$ cat config.mk
export PLATFORM = sky130hd
export DESIGN_NAME = pc_err_report
export DESIGN_NICKNAME = d
export VERILOG_FILES = /design/src/rtl/pc_err_pkg.sv /design/src/rtl/pc_err_route.sv /design/src/rtl/pc_err_class_log.sv /design/src/rtl/pc_err_msg_q.sv /design/src/rtl/pc_err_report.sv
export SDC_FILE = /design/constraint.sdc
export NUM_CORES = 1
export LEC_CHECK = 0
export BUFFER_PORTS_ARGS = -buffer_cell sky130_fd_sc_hd__buf_2
export CORE_ASPECT_RATIO = 1.2
export CORE_UTILIZATION = 25
export DETAILED_ROUTE_END_ITERATION = 6
export GPL_TIMING_DRIVEN = 1
export SKIP_CTS_REPAIR_TIMING = 1
export SLEW_MARGIN = 10
export SYNTH_ARGS = -nofsm -noshare
export SYNTH_HDL_FRONTEND = slang
export SYNTH_SLANG_ARGS = --single-unit
$ cat constraint.sdc
create_clock -name clk -period 1.5 [get_ports clk]
set_clock_uncertainty 0.15 [all_clocks]
set_input_delay 0.15 -clock clk [delete_from_list [all_inputs] [get_ports clk]]
set_output_delay 0.15 -clock clk [all_outputs]
set_load 0.02 [all_outputs]
$ cat src/rtl/pc_err_pkg.sv
package pc_err_pkg;
    localparam int unsigned ROUTE_W = 2;
    localparam int unsigned N_CLASS = 4;

    localparam logic [ROUTE_W-1:0] ROUTE_SERR = 2'b10;
    localparam logic [ROUTE_W-1:0] ROUTE_SMI  = 2'b11;

    // class codes on ev_class
    localparam logic [1:0] CLS_FATAL    = 2'd0;
    localparam logic [1:0] CLS_NONFATAL = 2'd1;
    localparam logic [1:0] CLS_ABORT    = 2'd2;
    localparam logic [1:0] CLS_UNSUP    = 2'd3;

    // register view bit positions
    localparam int unsigned BIT_ROUTE_BASE = 0;
    localparam int unsigned BIT_UR_EN      = 6;
    localparam int unsigned BIT_LOG_BASE   = 8;
    localparam int unsigned BIT_UR_DET     = 10;
    localparam int unsigned BIT_SSE        = 11;

    // pending-set index: a higher index drains first; msg_type = index + 1
    localparam int unsigned Q_SERR    = 0;
    localparam int unsigned Q_SMI_ON  = 1;
    localparam int unsigned Q_SMI_OFF = 2;
endpackage

$ cat src/rtl/pc_err_route.sv
module pc_err_route
    import pc_err_pkg::*;
(
    input  logic [ROUTE_W-1:0] route_i,
    input  logic               fire_i,
    input  logic               sys_err_en_i,
    input  logic               host_rst_i,
    output logic               serr_o,
    output logic               smi_o
);
    always_comb begin
        serr_o = fire_i && !host_rst_i && sys_err_en_i && (route_i == ROUTE_SERR);
        smi_o  = fire_i && !host_rst_i && (route_i == ROUTE_SMI);
    end
endmodule

$ cat src/rtl/pc_err_class_log.sv
module pc_err_class_log #(
    parameter int unsigned CAUSE_W = 4
) (
    input  logic               clk,
    input  logic               rst_n,
    input  logic               hit_i,
    input  logic [CAUSE_W-1:0] cause_i,
    input  logic               clr_i,
    output logic               sts_o,
    output logic [CAUSE_W-1:0] cause_o,
    output logic               cleared_o
);
    typedef struct packed {
        logic               sts;
        logic [CAUSE_W-1:0] cause;
    } log_t;

    log_t st_d, st_q;

    always_comb begin
        st_d      = st_q;
        cleared_o = 1'b0;
        if (hit_i) begin
            if (!st_q.sts) st_d.cause = cause_i;
            st_d.sts = 1'b1;
        end else if (clr_i && st_q.sts) begin
            st_d.sts  = 1'b0;
            cleared_o = 1'b1;
        end
    end

    always_ff @(posedge clk or negedge rst_n) begin
        if (!rst_n) st_q <= '0;
        else        st_q <= st_d;
    end

    assign sts_o   = st_q.sts;
    assign cause_o = st_q.cause;

    assert_sticky_set_R2: assert property (@(posedge clk) disable iff (!rst_n)
        hit_i |=> sts_o);

    assert_cause_locked_R3: assert property (@(posedge clk) disable iff (!rst_n)
        sts_o |=> $stable(cause_o));
endmodule

$ cat src/rtl/pc_err_msg_q.sv
module pc_err_msg_q #(
    parameter int unsigned N_KIND = 3,
    parameter int unsigned KIND_W = 2
) (
    input  logic              clk,
    input  logic              rst_n,
    input  logic [N_KIND-1:0] push_i,
    input  logic              ready_i,
    output logic              valid_o,
    output logic [KIND_W-1:0] kind_o
);
    typedef struct packed {
        logic [N_KIND-1:0] pend;
    } q_t;

    q_t q_d, q_q;
    logic [N_KIND-1:0] sel;
    logic [N_KIND-1:0] drain;

    always_comb begin
        sel    = '0;
        kind_o = '0;
        for (int i = 0; i < N_KIND; i++) begin
            if (q_q.pend[i]) begin
                sel    = '0;
                sel[i] = 1'b1;
                kind_o = KIND_W'(i + 1);
            end
        end
        valid_o  = |q_q.pend;
        drain    = (valid_o && ready_i) ? sel : '0;
        q_d.pend = (q_q.pend & ~drain) | push_i;
    end

    always_ff @(posedge clk or negedge rst_n) begin
        if (!rst_n) q_q <= '0;
        else        q_q <= q_d;
    end

    assert_hold_stall_R9: assert property (@(posedge clk) disable iff (!rst_n)
        (valid_o && !ready_i) |=> valid_o);

    assert_no_demote_R9: assert property (@(posedge clk) disable iff (!rst_n)
        (valid_o && !ready_i) |=> (kind_o >= $past(kind_o)));
endmodule

$ cat src/rtl/pc_err_report.sv
module pc_err_report
    import pc_err_pkg::*;
#(
    parameter int unsigned CAUSE_W = 4,
    parameter int unsigned REG_W   = 16
) (
    input  logic               clk,
    input  logic               rst_n,
    input  logic               host_in_reset,
    input  logic               sys_err_en,
    input  logic               ev_valid,
    input  logic [1:0]         ev_class,
    input  logic [CAUSE_W-1:0] ev_cause,
    input  logic               ev_posted,
    input  logic               wr_en,
    input  logic [REG_W-1:0]   wr_data,
    input  logic [REG_W-1:0]   wr_mask,
    output logic [REG_W-1:0]   reg_view,
    output logic [CAUSE_W-1:0] fatal_cause,
    output logic [CAUSE_W-1:0] nonfatal_cause,
    output logic               msg_valid,
    output logic [1:0]         msg_type,
    input  logic               msg_ready
);
    localparam int unsigned N_LOG = 2;  // fatal, non-fatal
    localparam int unsigned N_RT  = 3;  // fatal, non-fatal, abort
    localparam int unsigned N_MSG = 3;

    typedef struct packed {
        logic [N_RT-1:0][ROUTE_W-1:0] route;
        logic                         ur_en;
        logic                         ur_det;
        logic                         sse;
    } ctl_t;

    ctl_t ctl_d, ctl_q;

    logic [N_CLASS-1:0]            hit;
    logic [REG_W-1:0]              wr_clr;
    logic [N_LOG-1:0]              log_sts;
    logic [N_LOG-1:0]              log_clr;
    logic [N_LOG-1:0][CAUSE_W-1:0] log_cause;
    logic [N_LOG-1:0]              smi_off;
    logic [N_RT-1:0]               rt_serr;
    logic [N_RT-1:0]               rt_smi;
    logic                          ur_hit;
    logic                          ur_serr;
    logic [N_MSG-1:0]              push;

    always_comb begin
        for (int i = 0; i < N_CLASS; i++) begin
            hit[i] = ev_valid && (ev_class == 2'(i));
        end
        wr_clr = wr_en ? (wr_data & wr_mask) : '0;
    end

    for (genvar g = 0; g < N_LOG; g++) begin : g_log
        pc_err_class_log #(.CAUSE_W(CAUSE_W)) u_log (
            .clk       (clk),
            .rst_n     (rst_n),
            .hit_i     (hit[g]),
            .cause_i   (ev_cause),
            .clr_i     (wr_clr[BIT_LOG_BASE + g]),
            .sts_o     (log_sts[g]),
            .cause_o   (log_cause[g]),
            .cleared_o (log_clr[g])
        );
        assign smi_off[g] = log_clr[g] && (ctl_q.route[g] == ROUTE_SMI) && !host_in_reset;
    end

    for (genvar g = 0; g < N_RT; g++) begin : g_route
        pc_err_route u_rt (
            .route_i      (ctl_q.route[g]),
            .fire_i       (hit[g]),
            .sys_err_en_i (sys_err_en),
            .host_rst_i   (host_in_reset),
            .serr_o       (rt_serr[g]),
            .smi_o        (rt_smi[g])
        );
    end

    always_comb begin
        ur_hit  = hit[CLS_UNSUP] && ev_posted && ctl_q.ur_en;
        ur_serr = ur_hit && sys_err_en && !host_in_reset;

        push            = '0;
        push[Q_SERR]    = (|rt_serr) || ur_serr;
        push[Q_SMI_ON]  = |rt_smi;
        push[Q_SMI_OFF] = |smi_off;

        ctl_d = ctl_q;
        if (wr_en) begin
            for (int r = 0; r < N_RT; r++) begin
                for (int k = 0; k < ROUTE_W; k++) begin
                    if (wr_mask[BIT_ROUTE_BASE + r*ROUTE_W + k])
                        ctl_d.route[r][k] = wr_data[BIT_ROUTE_BASE + r*ROUTE_W + k];
                end
            end
            if (wr_mask[BIT_UR_EN]) ctl_d.ur_en = wr_data[BIT_UR_EN];
        end
        if (ur_hit)                  ctl_d.ur_det = 1'b1;
        else if (wr_clr[BIT_UR_DET]) ctl_d.ur_det = 1'b0;
        if (push[Q_SERR])            ctl_d.sse = 1'b1;
        else if (wr_clr[BIT_SSE])    ctl_d.sse = 1'b0;
    end

    always_ff @(posedge clk or negedge rst_n) begin
        if (!rst_n) ctl_q <= '0;
        else        ctl_q <= ctl_d;
    end

    pc_err_msg_q #(.N_KIND(N_MSG), .KIND_W(2)) u_q (
        .clk     (clk),
        .rst_n   (rst_n),
        .push_i  (push),
        .ready_i (msg_ready),
        .valid_o (msg_valid),
        .kind_o  (msg_type)
    );

    always_comb begin
        reg_view = '0;
        for (int r = 0; r < N_RT; r++) begin
            reg_view[BIT_ROUTE_BASE + r*ROUTE_W +: ROUTE_W] = ctl_q.route[r];
        end
        reg_view[BIT_UR_EN]              = ctl_q.ur_en;
        reg_view[BIT_LOG_BASE +: N_LOG]  = log_sts;
        reg_view[BIT_UR_DET]             = ctl_q.ur_det;
        reg_view[BIT_SSE]                = ctl_q.sse;
        fatal_cause    = log_cause[0];
        nonfatal_cause = log_cause[1];
    end

    assert_sse_gated_R5: assert property (@(posedge clk) disable iff (!rst_n)
        $rose(reg_view[BIT_SSE]) |-> $past(sys_err_en && !host_in_reset));

    assert_quiet_in_reset_R6: assert property (@(posedge clk) disable iff (!rst_n)
        host_in_reset |-> (push == '0));

    assert_np_unsup_ignored_R7: assert property (@(posedge clk) disable iff (!rst_n)
        (ev_valid && ev_class == CLS_UNSUP && !ev_posted && !wr_clr[BIT_UR_DET])
        |=> (reg_view[BIT_UR_DET] == $past(reg_view[BIT_UR_DET])));
endmodule

Word level (Yosys, flattened, before mapping)
Index checks and enable logic that the tools add are counted.
W data, S select, Z words.
{"block": "classes", "muxes": 20, "n_shift": 0, "n_mul": 0, "eq_ne": 9, "bitwise_logic": 6, "addsub": 0, "n_div": 0, "n_reduce_logical": 47, "n_lt_le_gt_ge": 0}
{"cell": "$logic_and A1 B1 Y1", "n": 27}
{"cell": "$reduce_and A2 Y1", "n": 9}
{"cell": "$eq A2 B2 Y1 const B", "n": 8}
{"cell": "$mux W1", "n": 14}
{"cell": "$and A12 B12 Y12", "n": 1}
{"cell": "$mux W12", "n": 1}
{"cell": "$reduce_or A3 Y1", "n": 3}
{"cell": "$reduce_bool A2 Y1", "n": 4}
{"cell": "$mux W2", "n": 3}
{"cell": "$mux W3", "n": 2}
{"cell": "$and A3 B3 Y3", "n": 1}
{"cell": "$not A3 Y3", "n": 1}
{"cell": "$or A3 B3 Y3", "n": 1}
{"cell": "$eq A2 B1 Y1 const B", "n": 1}
{"cell": "$logic_not A2 Y1", "n": 1}
{"cell": "$not A1 Y1", "n": 2}
{"cell": "$reduce_or A2 Y1", "n": 1}
{"cell": "$logic_not A1 Y1", "n": 1}
{"cell": "$logic_or A1 B1 Y1", "n": 1}
{"block": "totals", "regBits": 22, "mem_count": 0, "inputBits": 46, "rom_bits": 0, "ram_bits": 0, "out_inout_bits": 27, "latch_bits": 0}

Logic depth before layout (Yosys ltp)
Gate-level depths: netlist of the first run.
{"block": "logic_depth", "depth_word": 9, "mapped_depth": 5}

Hierarchy
From an unflattened synthesis of the first run, not the netlist that was laid out.
{"block": "unflattened", "cells_unflattened": 102, "hier_area_um2": 1187.4}
{"mod": "pc_err_report", "n_inst": 1, "cells_each": 49, "seq_area_each_um2": 225.2, "area_each_um2": 515.5}
{"mod": "pc_err_class_log", "n_inst": 2, "cells_each": 14, "seq_area_each_um2": 125.1, "area_each_um2": 203.9}
{"mod": "pc_err_msg_q", "n_inst": 1, "cells_each": 13, "seq_area_each_um2": 75.1, "area_each_um2": 143.9}
{"mod": "pc_err_route", "n_inst": 3, "cells_each": 4, "seq_area_each_um2": 0.0, "area_each_um2": 40.0}

Worst setup path before layout of the first run
OpenSTA, ideal clock, no wires.
{"block": "synth_timing", "kind": "register -> register", "start": "reg ctl_q (netlist bit reg_view[0])", "end": "reg ctl_q (netlist bit reg_view[11])", "t_arrival_ns": 1.138, "path_slack_ns": 0.148, "synth_period_minus_slack_ns": 1.352, "setup_time_ns": 0.064, "path_stages_with_launch": 5, "cell_sequence": "dfrtp_1 -> nand4bb_1 -> a211oi_1 -> a22o_1 -> a21o_1"}
{"block": "synth_via", "elab_chain_len": 5}
{"element": "from (decl)", "line_no": "pc_err_report.sv:36", "text": "ctl_t ctl_d, ctl_q;"}
{"element": "from (signal assigned)", "line_no": "pc_err_report.sv:109", "text": "else ctl_q <= ctl_d;"}
{"element": "$eq A2 B2 Y1 *", "line_no": "pc_err_route.sv:12", "text": "serr_o = fire_i && !host_rst_i && sys_err_en_i && (route_i == ROUTE_SERR);"}
{"element": "$logic_and A1 B1 Y1 *", "line_no": "pc_err_route.sv:12"}
{"element": "$reduce_or A3 Y1 *", "line_no": "pc_err_report.sv:87", "text": "push[Q_SERR] = (|rt_serr) || ur_serr;"}
{"element": "$logic_or A1 B1 Y1 *", "line_no": "pc_err_report.sv:87"}
{"element": "$mux W1 or $reduce_bool A2 Y1 (tied branches)"}
Mark *: on every way between the ends. The rest lies on a longest branch, timed or not.
A chain may end at the register's enable or synchronous reset.

Worst setup path in the final report of the first run
{"block": "layout_timing", "start": "reg u_q.q_q[1] in the netlist's numbering", "end": "out msg_valid"}
{"block": "layout_via", "elab_chain_len": 1}
{"element": "from (decl)", "line_no": "pc_err_msg_q.sv:16", "text": "q_t q_d, q_q;"}
{"element": "from (signal assigned)", "line_no": "pc_err_msg_q.sv:37", "text": "else q_q <= q_d;"}
{"element": "$reduce_or A3 Y1", "line_no": "pc_err_msg_q.sv:30", "text": "valid_o = |q_q.pend;"}
{"element": "to (decl)", "line_no": "pc_err_report.sv:21", "text": "output logic msg_valid,"}
No other way between the ends.

==> results.cfg, run 1 <==
[clocking]
clockBufferDepth = 2
clock_sinks = 22
clkTransAtPathRegs_ns = 0.08
cts_htree_levels = 1
cts_tree = done
cts_root_buf = clkbuf_8
cts_buffers = 3
clock_latency_ns = 0.26

[synth]
synthesis.area_um2 = 1104
synth-adder-area-share = 0
yosysMostFrequentCell = dfrtp_1
synth.area.top_cells = dfrtp_1, mux2_2, mux2_1, buf_4, nand2_1
yosys_warnings = 0
synth_compound_area_frac = 0.09184
syn_inst = 102
synth_commonest_cells = dfrtp_1, nand2_1, mux2_2
async_reset_ff_frac = 1.000
synthDominantCellAreaShare = 0.4989
synth_xor_area_frac = 0
synth-seq-area-share = 0.4989
yosys.area.top_type = dfrtp_1
synth_top_family_by_area = simple AND/OR/NAND/NOR gates
ys_seq_elements = 22
synth_ff_type = dfrtp_1
synth_edf_count = 0
netlist-cell-type-count = 29
muxShareOfSynthArea = 0.1531
yosys.area_share.simple = 0.1735
syn_area_per_cell_um2 = 10.82

[timing]
fin_setup_tns_ns = 0
worst_slack_ns = 0.1507
fin_hold_ws_ns = 0.02879
slew_violations = 0
post-route-period-util = 0.8995
hold_violations = 0
fmax_mhz = 741.1
min_period_ns = 1.349
setup_viol = 0
rsz0062_at_grt = false

[power_and_ir_drop]
ir_worst_vdd_mv = 0.6388
p_leak_nw = 0.8174
total_power_mw = 1.912
power_density_nw_per_um2 = 1171

[place]
dp_hpwl_um = 2084
preCtsSetupSlack_ns = 0.1227
gp_congestion = 0.7283
place_area_um2 = 1431
place_inst = 213
port_buffers = 57

[route]
via_per_inst = 4.365
drc = 0
dr.pass1.iters = 4
ant_nets = 0
wirelength_um = 2740
num_vias = 1004
wire_per_inst_um = 11.91
drtIter0Drc = 6

[grt]
use_met1 = 0.1415
globalRouteOverflowTotal = 0
met3_usage = 0.02576
grt_max_degree = 23
antenna_found_initial = 0
grt_pass1_vias = 943
grt_pass1_wl_um = 4243
grt_busiest_layer = met2
track_usage = 0.1158
grt_use_met2 = 0.2041

[worst_setup_path]
path_cells = nor2_1 > nand2_1 > buf_2
required_ns = 1.20
max_stage_delay_ns = 0.39
critPathMaxFanout = 3
r2r_setup_slack_ns = 0.15
cp_num_buf_inv = 1
critical_path_class = reg -> out
crit_family = flip-flops
setup.worst_path.end_class = output port
start_kind = flip-flop
slowest_stage = dfrtp_1
cp.arrival_ns = 1.05

[final_layout]
design_area_um2 = 1633
finalNonFillerCells = 230
antenna_cells = 0
area_delta_synth_final_pct = 47.96
drive_above_1_share = 0.4425
final_core_util = 0.3831
nets = 221

[floorplan]
start_util = 0.2590
pin_count = 73
die_height_um = 74.78
placementRows = 26
die_w_um = 62.65
core_area_um2 = 4262
die-area_um2 = 4685

[job]
drv_cap = 0

[min_path]
hp-class = in -> reg

[run_status]
status = complete, no violations
==> logic make-up (layout without fill, tap and decap cells) <==
family / Yosys count / in the layout
buf+inv: 15 / 83
simple gates: 35 / 35
compound gates: 14 / 14
mux: 15 / 15
flops: 22 / 22
other cells: 1 / 5
==> worst paths after layout <==
check	end	cells past startpoint	from
max	msg_valid	3	u_q.q_q[1]
max reg2reg	u_q.q_q[0]	4	reg_view[0]
max in group asynchronous	u_q.q_q[0]	2	rst_n
min in group asynchronous	g_log[0].u_log.cause_o[1]	2	rst_n
min reg2reg	u_q.q_q[0]	1	u_q.q_q[0]
min	u_q.q_q[1]	2	host_in_reset
==> sequential cells by signal (all words and copies together) (netlist names) <==
name and cells:
g_log.u_log.cause_o 8, reg_view 9, g_log.u_log.sts_o 2, u_q.q_q 3
==> layout make-up <==
type	instances	area [um^2]
clock buffer	3	41.29
timing repair buffer	73	437.9
clock inverter	1	30.03
inverter	6	22.52
fill	434	2629
tap	56	70.07
sequential	22	550.5
multi-input combinational	69	480.5
==> power by group <==
group          leakage, nW  switching (mW)  internal [mW]  total [mW]
combinational        0.513           0.331          0.240       0.572
clock               0.0357           0.194          0.356       0.550
sequential           0.268          0.0785          0.711       0.790
total                0.817           0.604           1.31        1.91
==> routing by layer <==
metal  routed length, um  vias to the layer above
met5                   0                        -
met1                1207                      474
met4                  36                        0
li1                    -                      489
met2                1341                       37
met3                 155                        4
==> worst register-to-register path: cells and delay by family (launching register included) <==
| kind | cells | cell delay, ns |
|---|---|---|
| AO/OA/AOI/OAI | 3 | 0.53 |
| flip-flops | 1 | 0.41 |
| AND/OR/NAND/NOR | 1 | 0.20 |
==> placed cells by master (no fill, tap or decap), drive strengths merged <==
cell type / netlist / final
nor3: 3 / 3
o22ai: 1 / 1
nand4b: 1 / 1
a21boi: 1 / 1
o32ai: 1 / 1
dfrtp: 22 / 22
o31ai: 1 / 1
buf: 9 / 60
bufinv: 0 / 1
nor2b: 1 / 1
nor2: 4 / 4
mux2: 15 / 15
nand2b: 1 / 1
a21oi: 1 / 1
a22o: 1 / 1
inv: 6 / 6
a21o: 2 / 2
clkbuf: 0 / 3
dlygate4sd3: 0 / 13
conb: 1 / 5
a211oi: 2 / 2
nand3b: 1 / 1
nand3: 6 / 6
nand2: 14 / 14
nor4: 1 / 1
nand4bb: 1 / 1
o21ai: 4 / 4
nand4: 2 / 2
(Power assumes the default switching activity.)
==> run 2, diff against run 1 <==
--- a/config.mk
+++ b/config.mk
@@ -6,10 +6,13 @@
 export NUM_CORES = 1
 export LEC_CHECK = 0
 export BUFFER_PORTS_ARGS = -buffer_cell sky130_fd_sc_hd__buf_2
+export CELL_PAD_IN_SITES_DETAIL_PLACEMENT = 1
+export CELL_PAD_IN_SITES_GLOBAL_PLACEMENT = 1
 export CORE_ASPECT_RATIO = 1.2
 export CORE_UTILIZATION = 25
 export DETAILED_ROUTE_END_ITERATION = 6
 export GPL_TIMING_DRIVEN = 1
+export PLACE_DENSITY = 0.77
 export SKIP_CTS_REPAIR_TIMING = 1
 export SLEW_MARGIN = 10
 export SYNTH_ARGS = -nofsm -noshare
==> constraint.sdc (replaced) <==
create_clock -name clk -period 1.7 [get_ports clk]
set_clock_uncertainty 0.15 [all_clocks]
set_input_delay 0.17 -clock clk [delete_from_list [all_inputs] [get_ports clk]]
set_output_delay 0.17 -clock clk [all_outputs]
set_load 0.02 [all_outputs]
==> run 2 against run 1 <==
Compared with the run above: flip-flop and latch count is the same; largest power group unchanged; critical path depth grew 1; routed wire length grew 9.8%.
==> results.cfg, run 2 (synthesis results as in run 1) <==
[floorplan]
placementRows = 26
die_height_um = 74.78
start_util = 0.2590
die-area_um2 = 4685
pin_count = 73
core_area_um2 = 4262
die_w_um = 62.65

[clocking]
clkTransAtPathRegs_ns = 0.08
clockBufferDepth = 2
cts_tree = done
clock_latency_ns = 0.27
cts_htree_levels = 1
clock_sinks = 22
cts_buffers = 3
cts_root_buf = clkbuf_8

[timing]
hold_violations = 0
rsz0062_at_grt = false
min_period_ns = 1.389
setup_viol = 0
post-route-period-util = 0.8172
fin_setup_tns_ns = 0
fmax_mhz = 719.8
slew_violations = 0

[final_layout]
final_common_cell = buf_2
nets = 218
antenna_cells = 0
final_core_util = 0.3740
largest_reg_flops = 9
drive_above_1_share = 0.4327
area_delta_synth_final_pct = 44.44
num-fill-cells = 508
final_cell_mix = buf_2, dfrtp_1, nand2_1, dlygate4sd3_1, mux2_2

[route]
num_vias = 987
drc = 0
via_per_inst = 4.348
dr.pass1.iters = 3
drtIter0Drc = 4
ant_nets = 0
wire_per_inst_um = 13.25
wirelength_um = 3008

[power_and_ir_drop]
ir_worst_vdd_mv = 0.4172
power_density_nw_per_um2 = 997.5
p_leak_nw = 0.7964

[worst_setup_path]
slowest_stage = dfrtp_1
worst_setup_path_startpoint = reg_view[0]
reg2reg_depth = 4
critPathMaxFanout = 4
rr_endpoint = u_q.q_q[0]
start_kind = flip-flop
path_cells = nand4bb_1 > a211oi_1 > a22o_1 > a21o_1
crit_family = compound AO/OA/AOI/OAI gates
max_stage_delay_ns = 0.41
required_ns = 1.76
critical_path_class = reg -> reg
r2r_setup_slack_ns = 0.31
cp.arrival_ns = 1.45
r2r_start = reg_view[0]
worstSetupPathDepth = 4
cp_num_buf_inv = 0
setup.worst_path.end_class = flip-flop

[place]
gp_congestion = 0.7624
port_buffers = 57
dp_hpwl_um = 2207

[min_path]
hold_start = host_in_reset
holdPathEnd = u_q.q_q[1]
hp-class = in -> reg
hold_depth = 2

[grt]
grt_pass1_vias = 933
track_usage = 0.1232
grt_pass1_wl_um = 4381
grt_max_degree = 23
antenna_found_initial = 0
globalRouteOverflowTotal = 0

[job]
drv_cap = 0

[run_status]
status = complete, no violations
-- run 2: changes by cell type in the layout (fill, tap and decap cells not counted) --
cell,before,now
buf_4,3,0
bufinv_16,1,0
clkbuf_8,3,4
-- run 2: per-layer routing --
layer  share of wire  vias to the layer above  wire (um)  global-route usage
met2            0.52                       36       1569              0.2210
met3           0.049                        7        148             0.02121
met4           0.026                        0         78             0.06977
met5               0                        -          0                   0
met1            0.40                      462       1211              0.1410
li1                -                      482          -                   -
-- run 2: cell type report --
class	count	area (um^2)	share of cell area
Clock buffer	4	55.05	0.03454
Inverter	6	22.52	0.01413
Multi-Input combinational cell	69	480.5	0.3014
Sequential cell	22	550.5	0.3454
Tap cell	56	70.07	0.04396
Timing Repair Buffer	70	415.4	0.2606
-- run 2: worst max-delay path by stage --
| stage | endpoint | slack [ns] |
|---|---|---|
| 2_1_floorplan | reg_view[11] | 0.35 |
| 3_3_place_gp | g_log[0].u_log.cause_o[1] | 0.28 |
| 3_5_place_dp | g_log[1].u_log.cause_o[2] | 0.25 |
| 4_1_cts | msg_valid | 0.30 |
| 5_1_grt | msg_valid | 0.22 |
| 6_report | u_q.q_q[0] | 0.31 |
-- run 2: worst reg2reg max path: stages (launching register included) --
cell,delay [ns]
dfrtp_1,0.41
nand4bb_1,0.20
a211oi_1,0.27
a22o_1,0.21
a21o_1,0.09
-- run 2: through the flow --
stage / cell area [um^2] / setup WS (ns) / hold slack, ns / cells / total power, mW
finish: 1594 / 0.3107 / 0.02922 / 227 / 1.590
detailed placement: 1409 / 0.2531 / 0.02036 / 210 / 1.195
global placement: 1409 / 0.2790 / 0.01666 / 210 / 1.179
floorplan: 1119 / 0.3480 / -0.2756 / 106 / 1.006
global route: 1594 / 0.2150 / 0.04402 / 227 / 1.684
CTS: 1464 / 0.2979 / -0.2723 / 214 / 1.581
-- run 2: power by group --
group | switching [mW] | leakage (nW) | total (mW) | internal [mW]
Clock | 0.179 | 0.0288 | 0.386 | 0.207
Sequential | 0.0715 | 0.268 | 0.699 | 0.628
Combinational | 0.297 | 0.499 | 0.505 | 0.208
Total | 0.548 | 0.796 | 1.59 | 1.04
